**src/rtl/lgcy_pkg.sv**
```systemverilog
`timescale 1ns/1ps
package lgcy_pkg;

    typedef enum logic {
        DEST_HUB  = 1'b0,
        DEST_DRAM = 1'b1
    } dest_e;

    typedef enum logic [1:0] {
        RGN_PLAIN = 2'd0,
        RGN_VIDEO = 2'd1,
        RGN_SEG   = 2'd2,
        RGN_MGMT  = 2'd3
    } rgn_e;

    typedef struct packed {
        logic we;
        logic re;
    } attr_t;

    localparam int SEG_LOG2     = 14;
    localparam int GFX_LO       = 32'h000A_0000;
    localparam int GFX_END      = 32'h000B_0000;
    localparam int MONO_LO      = 32'h000B_0000;
    localparam int MONO_END     = 32'h000B_8000;
    localparam int BIOS_LO      = 32'h000F_0000;
    localparam int LEGACY_END   = 32'h0010_0000;
    localparam logic [7:0] NIB_KEEP = 8'h33;

    function automatic attr_t nib_to_attr(input logic [3:0] nib);
        attr_t a;
        a.re = nib[0];
        a.we = nib[1];
        return a;
    endfunction

    function automatic dest_e pick_dest(input logic go_dram);
        return go_dram ? DEST_DRAM : DEST_HUB;
    endfunction

endpackage

```
**src/rtl/lgcy_attr_bank.sv**
```systemverilog
`timescale 1ns/1ps
module lgcy_attr_bank
    import lgcy_pkg::*;
#(
    parameter int          NUM_SEG   = 12,
    parameter int          CFG_AW    = 8,
    parameter logic [7:0]  ATTR_BASE = 8'h90,
    parameter logic [7:0]  TOM_OFS   = 8'hC4,
    parameter logic [15:0] TOM_RST   = 16'h0100
) (
    input  logic              clk,
    input  logic              rst,
    input  logic              cfg_we,
    input  logic [CFG_AW-1:0] cfg_ofs,
    input  logic [7:0]        cfg_data,
    output attr_t             seg_attr [NUM_SEG],
    output attr_t             bios_attr,
    output logic [15:0]       tom
);
    localparam int NUM_REG = NUM_SEG / 2 + 1;

    logic [7:0] attr_q [NUM_REG];
    logic [7:0] tom_lo_q, tom_hi_q;

    for (genvar i = 0; i < NUM_REG; i++) begin : g_reg
        localparam logic [CFG_AW-1:0] MY_OFS = CFG_AW'(ATTR_BASE) + CFG_AW'(i);
        // the lowest byte only owns its upper nibble
        localparam logic [7:0] KEEP = (i == 0) ? 8'h30 : NIB_KEEP;
        always_ff @(posedge clk) begin
            if (rst)
                attr_q[i] <= 8'h00;
            else if (cfg_we && cfg_ofs == MY_OFS)
                attr_q[i] <= cfg_data & KEEP;
        end
    end

    for (genvar k = 0; k < NUM_SEG; k++) begin : g_seg
        localparam int RI = 1 + k / 2;
        if (k % 2 == 0) begin : g_lo
            assign seg_attr[k] = nib_to_attr(attr_q[RI][3:0]);
        end else begin : g_hi
            assign seg_attr[k] = nib_to_attr(attr_q[RI][7:4]);
        end
    end

    assign bios_attr = nib_to_attr(attr_q[0][7:4]);

    always_ff @(posedge clk) begin
        if (rst) begin
            tom_lo_q <= TOM_RST[7:0];
            tom_hi_q <= TOM_RST[15:8];
        end else if (cfg_we) begin
            if (cfg_ofs == CFG_AW'(TOM_OFS))
                tom_lo_q <= cfg_data;
            if (cfg_ofs == CFG_AW'(TOM_OFS) + CFG_AW'(1))
                tom_hi_q <= cfg_data;
        end
    end

    assign tom = {tom_hi_q, tom_lo_q};

endmodule

```
**src/rtl/lgcy_addr_classify.sv**
```systemverilog
`timescale 1ns/1ps
module lgcy_addr_classify
    import lgcy_pkg::*;
#(
    parameter int ADDR_W        = 32,
    parameter int NUM_SEG       = 12,
    parameter int TOM_UNIT_LOG2 = 20,
    parameter int MGMT_LOG2     = 20
) (
    input  logic [ADDR_W-1:0]          addr,
    input  logic [15:0]                tom,
    output rgn_e                       rgn,
    output logic                       is_bios,
    output logic [$clog2(NUM_SEG)-1:0] seg_idx,
    output logic                       below_tom
);
    localparam int BW       = 16 + TOM_UNIT_LOG2;
    localparam int CW       = ((BW > ADDR_W) ? BW : ADDR_W) + 1;
    localparam int SIW      = $clog2(NUM_SEG);
    localparam int SEG_BASE = BIOS_LO - (NUM_SEG << SEG_LOG2);

    logic [CW-1:0] a_ext, bound, mgmt_sz, seg_off;
    logic          in_low, in_video, in_seg, in_mgmt;

    always_comb begin
        a_ext    = CW'(addr);
        bound    = CW'(tom) << TOM_UNIT_LOG2;
        mgmt_sz  = CW'(1) << MGMT_LOG2;
        in_low   = a_ext < CW'(LEGACY_END);
        in_video = (a_ext >= CW'(GFX_LO)  && a_ext < CW'(GFX_END)) ||
                   (a_ext >= CW'(MONO_LO) && a_ext < CW'(MONO_END));
        in_seg   = a_ext >= CW'(SEG_BASE);
        is_bios  = in_low && a_ext >= CW'(BIOS_LO);
        seg_off  = a_ext - CW'(SEG_BASE);
        seg_idx  = SIW'(seg_off >> SEG_LOG2);
        in_mgmt  = (bound >= mgmt_sz) && (a_ext >= bound - mgmt_sz) && (a_ext < bound);
        below_tom = a_ext < bound;

        if (in_low && in_video)     rgn = RGN_VIDEO;
        else if (in_low && in_seg)  rgn = RGN_SEG;
        else if (in_low)            rgn = RGN_PLAIN;
        else if (in_mgmt)           rgn = RGN_MGMT;
        else                        rgn = RGN_PLAIN;
    end

endmodule

```
**src/rtl/lgcy_route.sv**
```systemverilog
`timescale 1ns/1ps
module lgcy_route
    import lgcy_pkg::*;
(
    input  logic  clk,
    input  logic  rst,
    input  rgn_e  rgn,
    input  attr_t attr,
    input  logic  below_tom,
    input  logic  is_wr,
    input  logic  is_mst,
    input  logic  is_smm,
    output dest_e dest_q,
    output logic  hit_q
);
    dest_e dest_d;
    logic  hit_d;

    always_comb begin
        hit_d  = 1'b1;
        dest_d = DEST_HUB;
        unique case (rgn)
            RGN_VIDEO: dest_d = DEST_HUB;
            RGN_SEG: begin
                if (is_mst)      dest_d = pick_dest(attr.re && attr.we);
                else if (is_wr)  dest_d = pick_dest(attr.we);
                else             dest_d = pick_dest(attr.re);
            end
            RGN_MGMT:  dest_d = pick_dest(is_smm && !is_mst);
            default: begin
                hit_d  = 1'b0;
                dest_d = pick_dest(below_tom);
            end
        endcase
    end

    always_ff @(posedge clk) begin
        if (rst) begin
            dest_q <= DEST_HUB;
            hit_q  <= 1'b0;
        end else begin
            dest_q <= dest_d;
            hit_q  <= hit_d;
        end
    end

endmodule

```
**src/rtl/lgcy_region_decoder.sv**
```systemverilog
`timescale 1ns/1ps
module lgcy_region_decoder
    import lgcy_pkg::*;
#(
    parameter int          ADDR_W        = 32,
    parameter int          NUM_SEG       = 12,
    parameter int          TOM_UNIT_LOG2 = 20,
    parameter int          MGMT_LOG2     = 20,
    parameter int          CFG_AW        = 8,
    parameter logic [7:0]  ATTR_BASE     = 8'h90,
    parameter logic [7:0]  TOM_OFS       = 8'hC4,
    parameter logic [15:0] TOM_RST       = 16'h0100
) (
    input  logic              clk,
    input  logic              rst,
    input  logic              cfg_we,
    input  logic [CFG_AW-1:0] cfg_ofs,
    input  logic [7:0]        cfg_data,
    input  logic [ADDR_W-1:0] req_addr,
    input  logic              req_write,
    input  logic              req_master,
    input  logic              req_smm,
    output logic              dest_o,
    output logic              hit_o
);
    localparam int SIW = $clog2(NUM_SEG);

    attr_t          seg_attr [NUM_SEG];
    attr_t          bios_attr;
    attr_t          sel_attr;
    logic [15:0]    tom_val;
    rgn_e           rgn;
    logic           is_bios;
    logic [SIW-1:0] seg_idx;
    logic           below_tom;
    dest_e          dest_q;

    lgcy_attr_bank #(
        .NUM_SEG(NUM_SEG), .CFG_AW(CFG_AW), .ATTR_BASE(ATTR_BASE),
        .TOM_OFS(TOM_OFS), .TOM_RST(TOM_RST)
    ) u_bank (
        .clk(clk), .rst(rst), .cfg_we(cfg_we), .cfg_ofs(cfg_ofs),
        .cfg_data(cfg_data), .seg_attr(seg_attr), .bios_attr(bios_attr),
        .tom(tom_val)
    );

    lgcy_addr_classify #(
        .ADDR_W(ADDR_W), .NUM_SEG(NUM_SEG),
        .TOM_UNIT_LOG2(TOM_UNIT_LOG2), .MGMT_LOG2(MGMT_LOG2)
    ) u_cls (
        .addr(req_addr), .tom(tom_val), .rgn(rgn), .is_bios(is_bios),
        .seg_idx(seg_idx), .below_tom(below_tom)
    );

    always_comb begin
        sel_attr = '0;
        if (is_bios)
            sel_attr = bios_attr;
        else if (int'(seg_idx) < NUM_SEG)
            sel_attr = seg_attr[seg_idx];
    end

    lgcy_route u_route (
        .clk(clk), .rst(rst), .rgn(rgn), .attr(sel_attr),
        .below_tom(below_tom), .is_wr(req_write), .is_mst(req_master),
        .is_smm(req_smm), .dest_q(dest_q), .hit_q(hit_o)
    );

    assign dest_o = dest_q;

endmodule

```
**config.mk**
```make
export PLATFORM = sky130hd
export DESIGN_NAME = lgcy_region_decoder
export DESIGN_NICKNAME = d
export VERILOG_FILES = /design/src/rtl/lgcy_pkg.sv /design/src/rtl/lgcy_attr_bank.sv /design/src/rtl/lgcy_addr_classify.sv /design/src/rtl/lgcy_route.sv /design/src/rtl/lgcy_region_decoder.sv
export SDC_FILE = /design/constraint.sdc
export NUM_CORES = 1
export LEC_CHECK = 0
export CORE_MARGIN = 4
export CORE_UTILIZATION = 50
export CTS_BUF_LIST = sky130_fd_sc_hd__clkbuf_2 sky130_fd_sc_hd__clkbuf_4 sky130_fd_sc_hd__clkbuf_8
export DETAILED_ROUTE_END_ITERATION = 6
export PLACE_DENSITY = 0.87
export SLEW_MARGIN = 20
export SYNTH_ARGS = -nofsm -noshare
export SYNTH_HDL_FRONTEND = slang
export SYNTH_HIERARCHICAL = 1
export SYNTH_SLANG_ARGS = --single-unit
```
**constraint.sdc**
```tcl
create_clock -name clk -period 4.1 [get_ports clk]
set_clock_uncertainty 0.1 [all_clocks]
set_input_delay 0.82 -clock clk [delete_from_list [all_inputs] [get_ports clk]]
set_output_delay 0.82 -clock clk [all_outputs]
set_load 0.01 [all_outputs]
```
## Word level (Yosys, flattened, before mapping)

Memories as Yosys holds them, arrays and structs flattened.
Index checks and enable logic that the tools add are counted.
Widths: inputs -> output; s select.

- Add/subtract/negate cells: 2
- Multiplexer cells: 48
- Magnitude comparators: 12
- Bitwise logic cells: 8
- Equal/unequal tests: 12
- Reductions and logical operators: 21

Operator list:

| kind | count |
|---|---|
| $ge 32x20->1 const B | 4 |
| $eq 8x8->1 const B | 9 |
| $lt 32x20->1 const B | 2 |
| $ge 32x37->1 | 1 |
| $sub 36x21->37 const B | 1 |
| $ge 36x21->1 const B | 1 |
| $lt 32x36->1 | 1 |
| $lt 32x21->1 const B | 1 |
| $mux 1 | 31 |
| $mux 4 | 7 |
| $sub 18x1->18 const B | 1 |
| $logic_and 1x1->1 | 16 |
| $mux 2 | 8 |
| $bmux 2 s4 | 1 |
| $or 1x1->1 | 7 |
| $ge 5x5->1 const B | 1 |
| $not 4->5 | 1 |
| $eq 2x2->1 const B | 2 |
| $lt 4x4->1 const B | 1 |
| $reduce_and 2->1 | 2 |
| $pmux 1 s3 | 1 |
| $reduce_or 3->1 | 1 |
| $eq 2x1->1 const B | 1 |
| $logic_not 1->1 | 1 |
| $logic_or 1x1->1 | 1 |

- Memory bits (writable): 28
- Register bits: 18
- Memories kept: 1
- Input port bits: 54
- Word-level logic and storage cells: 108

Memory list:

| name | words | bits a word | rd ports | clocked after Yosys merged registers in | write ports | line | source |
|---|---|---|---|---|---|---|---|
| u_bank.attr_q | 7 | 4 | 7 | 0 | 7 | lgcy_attr_bank.sv:22 | `logic [7:0] attr_q [NUM_REG];` |

## Depth between registers and ports, before layout

- Word-level depth: 11
- Mapped depth: 15

## Hierarchy

The synthesis kept the hierarchy.

Modules (own cells, without submodules):

| module | area each (um^2) | cells each | instances |
|---|---|---|---|
| lgcy_attr_bank | 1745.4 | 143 | 1 |
| lgcy_addr_classify | 948.4 | 126 | 1 |
| lgcy_region_decoder | 242.7 | 21 | 1 |
| lgcy_route | 106.4 | 12 | 1 |

## Worst setup path after synthesis

No wires, ideal clock.

- Path type: register to register
- Start point: register u_bank.tom_lo_q[0]
- End point: register u_route.dest_q
- Buffers on the path: 0
- Cell stages (with the launch flop): 12
- Arrival time: 2.739 ns
- Required time: 3.914 ns
- Slack: 1.174 ns
- Cells stage by stage: dfxtp_1 -> nor3_1 -> nand3_1 -> xnor2_1 -> ha_1 -> a211oi_1 -> o21ai_0 -> o221a_2 -> o311a_1 -> a21o_1 -> o21bai_1 -> a221oi_2

- Word-level cells in the longest chain between the ends: 10

RTL lines:

| item | line | source |
|---|---|---|
| start, declared | lgcy_attr_bank.sv:23 | `logic [7:0] tom_lo_q, tom_hi_q;` |
| start signal, assigned | lgcy_attr_bank.sv:50 | `tom_lo_q <= TOM_RST[7:0];` |
| start signal, assigned | lgcy_attr_bank.sv:54 | `tom_lo_q <= cfg_data;` |
| $sub 36x21->37 | lgcy_addr_classify.sv:36 | `in_mgmt = (bound >= mgmt_sz) && (a_ext >= bound - mgmt_sz) && (a_ext < bound);` |
| $ge 32x37->1 | lgcy_addr_classify.sv:36 |  |
| $logic_and 1x1->1 | lgcy_addr_classify.sv:36 |  |
| $logic_and 1x1->1 (*) | lgcy_addr_classify.sv:36 |  |
| $mux 2 (*) | lgcy_addr_classify.sv:42 | `else if (in_mgmt) rgn = RGN_MGMT;` |
| $mux 2 (*) | lgcy_addr_classify.sv:41 | `else if (in_low) rgn = RGN_PLAIN;` |
| $mux 2 (*) | lgcy_addr_classify.sv:40 | `else if (in_low && in_seg) rgn = RGN_SEG;` |
| $mux 2 (*) | lgcy_addr_classify.sv:39 | `if (in_low && in_video) rgn = RGN_VIDEO;` |
| via rgn[0] | lgcy_region_decoder.sv:32 | `rgn_e rgn;` |
| $eq 2x2->1 or $eq 2x1->1 (tied branches) | lgcy_route.sv:22 | `unique case (rgn)` |
| $pmux 1 s3 (*) | lgcy_route.sv:22 |  |
| end signal, assigned | lgcy_route.sv:42 | `dest_q <= dest_d;` |
| end, declared | lgcy_route.sv:13 | `output dest_e dest_q,` |

Mark *: on every way through the listed nets, which the timed path passes. The rest lies on a longest branch.
A chain may end at the register's enable or synchronous reset.

## Worst setup path after layout

Same ends and word-level chain as after synthesis.

==> results.sh <==
export IMPL_grt_overflow=0
export IMPL_antenna_cells=0
export IMPL_drive_gt1_share_pct=7.58
export IMPL_rsz0062_at_grt="false"
export IMPL_start_kind="register"
export IMPL_h_tree_depth=2
export IMPL_status="finished clean"
export IMPL_setup_violations=0
export IMPL_syn_avg_cell_area_um2=10.1
export IMPL_num_io_pins=56
export IMPL_synthCells=302
export IMPL_ys_seq_area_share_pct=37.5
export IMPL_slew_headroom_pct=51.1
export IMPL_worstPathCellList="nor3_1 -> nand3_1 -> nor3_1 -> xnor2_1 -> ha_1 -> and4b_1 -> nand4_1 -> nor3_1 -> o311a_1 -> a21o_1 -> o21bai_1 -> a221oi_2"
export IMPL_cts_sink_count=44
export IMPL_synth_edff_count=26
export IMPL_cts_resized=0
export IMPL_ir_worst_vdd_mv=0.194
export IMPL_core_mm2=0.00592
export IMPL_fp_row_count=28
export IMPL_crit_top_cell="nor3_1"
export IMPL_setup_tns_ns=0
export IMPL_cp_max_fo=5
export IMPL_hp_class="register to register"
export IMPL_cp_arrival_ns=3.48
export IMPL_fin_crit_ns=3.35
export IMPL_post_cts_buffers=0
export IMPL_r2r_start="u_bank/tom_lo_q[0]"
export IMPL_power_leakage_uw=0.00138
export IMPL_drt_iter0_markers=123
export IMPL_via_per_inst=5.89
export IMPL_critPathMaxStageDelay_ns=0.56
export IMPL_place_congestion=0.951
export IMPL_clk_pin_slew_ns=0.09
export IMPL_grt_pass1_wl_um=11600
export IMPL_regArea_mm2=0.00114
export IMPL_firstDrtPassIters=5
export IMPL_synthFlopType="edfxtp_1"
export IMPL_dieHeight_um=86.0
export IMPL_cts_tree="built"
export IMPL_worst_hold_slack_ns=0.388
export IMPL_fmax_ghz=0.299
export IMPL_clockBufferDepth=2
export IMPL_die_area_mm2=0.00740
export IMPL_routed_wl_um=7170
export IMPL_dp_hpwl_um=5680
export IMPL_critPathBufInv=0
export IMPL_mappedNetlistArea_mm2=0.00304
export IMPL_vias=2540
export IMPL_crit_start="u_bank/tom_lo_q[0]"
export IMPL_drc=0
export IMPL_async_flop_share_pct=0
export IMPL_track_usage_pct=19.8
export IMPL_maxSlewViolCount=0
export IMPL_critPathCaptureType="register"
export IMPL_crit_slowest_cell="nor3_1"
export IMPL_critical_path_class="register to register"
export IMPL_postSynthNetCount=381
export IMPL_required_ns=4.23
export IMPL_multi_input_area_mm2=0.00177
export IMPL_design_power_total_uw=942
export IMPL_ctsRootBufferMaster="clkbuf_8"
export IMPL_tightest_slew_ns=0.728
export IMPL_nFillCells=485
export IMPL_clk_latency_ns=0.31
export IMPL_finalHoldViolCount=0
export IMPL_hold_start="u_bank/tom_hi_q[7]"
export IMPL_cts_hold_buf=0
export IMPL_grt_pass1_vias=2498
export IMPL_synth_distinct_cells=51
export IMPL_yosysWarnings=6
export IMPL_period_share_pct=81.7
export IMPL_die_w_um=86.0
export IMPL_yosys_register_bits=44
export IMPL_final_nets=434
export IMPL_power_density_mw_per_mm2=253
export IMPL_portBuffers=55
export IMPL_maxCapViolations=0
export IMPL_grt_start_max_net_pins=37
export IMPL_initial_utilization_pct=51.4
export IMPL_cts_made_buffers=5
export IMPL_drtAntennaViolNets=0
export IMPL_antenna_found_initial=0
export IMPL_area_delta_synth_final_pct=22.2
export IMPL_crit_family="simple AND/OR/NAND/NOR gates"
export IMPL_avgRoutedWirePerCell_um=16.6
[worst register-to-register path, delay by kind of cell (launching register included)]
family | cells | cell delay, ns
adders and majority gates | 1 | 0.28
AOI/OAI and AO/OA | 4 | 0.98
and+or+nand+nor | 6 | 1.36
DFF | 1 | 0.38
xor gates and xnor gates | 1 | 0.17
[placed cells by master (no fill, tap or decap), drive strengths merged, types with 2 or more instances in the layout]
cell type / instances
a211o: 2
a211oi: 3
a21oi: 6
a31o: 3
a31oi: 2
and3: 5
and4bb: 2
clkbuf: 5
clkdlybuf4s50: 55
dfxtp: 18
edfxtp: 26
ha: 25
inv: 18
mux2i: 22
mux4: 4
nand2: 13
nand2b: 27
nand3: 10
nand3b: 4
nor2: 40
nor2b: 2
nor3: 4
nor3b: 2
nor4: 12
nor4b: 2
o21ai: 8
o21bai: 8
o31ai: 2
xnor2: 10
[power breakdown]
part | total, µW | internal [µW] | switching (µW)
registers | 487 | 482 | 5.14
logic | 162 | 94.0 | 68.4
clock network | 292 | 124 | 168
total | 942 | 700 | 242
[per-stage QoR]
stage / setup slack (ns) / instances / util [%] / cell area (µm²)
2_1_floorplan: 1.17 / 302 / - / 3040
3_3_place_gp: 0.812 / 423 / 61.2 / 3620
3_5_place_dp: 0.754 / 423 / 61.2 / 3620
4_1_cts: 0.788 / 431 / 62.8 / 3720
5_1_grt: 0.482 / 431 / 62.8 / 3720
6_report: 0.752 / 431 / 62.8 / 3720
[path summary, 6_finish.rpt]
kind	endpoint	cells after the start	slack (ns)
hold / removal	u_bank/tom_hi_q[7]	2	0.39
hold reg to reg	u_bank/tom_hi_q[7]	2	0.39
setup / recovery	u_route/dest_q	12	0.75
setup reg to reg	u_route/dest_q	12	0.75
[synth_stat cells (5+ instances only)]
| cell type | count | area (µm²) |
|---|---|---|
| nand2_1 | 13 | 48.8 |
| nand3_1 | 9 | 45.0 |
| dfxtp_1 | 18 | 360 |
| nor2_1 | 40 | 150 |
| inv_1 | 15 | 56.3 |
| nand2b_1 | 27 | 169 |
| o21ai_0 | 7 | 35.0 |
| mux2i_1 | 22 | 220 |
| nor4_1 | 10 | 62.6 |
| a21oi_1 | 6 | 30.0 |
| o21bai_1 | 8 | 60.1 |
| edfxtp_1 | 26 | 781 |
| ha_1 | 25 | 313 |
| xnor2_1 | 10 | 87.6 |
| buf_4 | 5 | 37.5 |
| and3_1 | 5 | 31.3 |
[cell families (layout without fill, tap and decap cells)]
logic type | after synthesis | after routing | share of synthesized area [%]
AND/OR/NAND/NOR | 127 | 127 | 24.0
flip-flops | 44 | 44 | 37.5
XOR/XNOR | 10 | 10 | 2.88
multiplexers | 26 | 26 | 10.2
AO/OA/AOI/OAI | 44 | 44 | 10.9
buffers and inverters | 26 | 80 | 4.32
adder cells (fa/ha/maj) | 25 | 25 | 10.3
[area by class of cell]
type / count / share of cell area (%)
Multi-Input combinational cell: 232 / 47.6
Sequential cell: 44 / 30.7
Timing Repair Buffer: 56 / 15.0
Tap cell: 75 / 2.52
Clock buffer: 5 / 1.85
Inverter: 16 / 1.62
Clock inverter: 3 / 0.673
[layer usage]
layer	GRT usage, %	part of all wire, %	vias to the layer above
met3	3.65	8.3	16
li1	-	-	1219
met5	0	0	-
met1	26.5	45	1191
met4	7.34	2.2	0
met2	31.7	44	114
[registers in the layout (all words and copies together) (netlist names)]
signal	count
u_bank/attr_q	26
u_bank/tom_hi_q	8
u_bank/tom_lo_q	8
u_route/dest_q	1
u_route/hit_q	1
(Power assumes the default switching activity.)
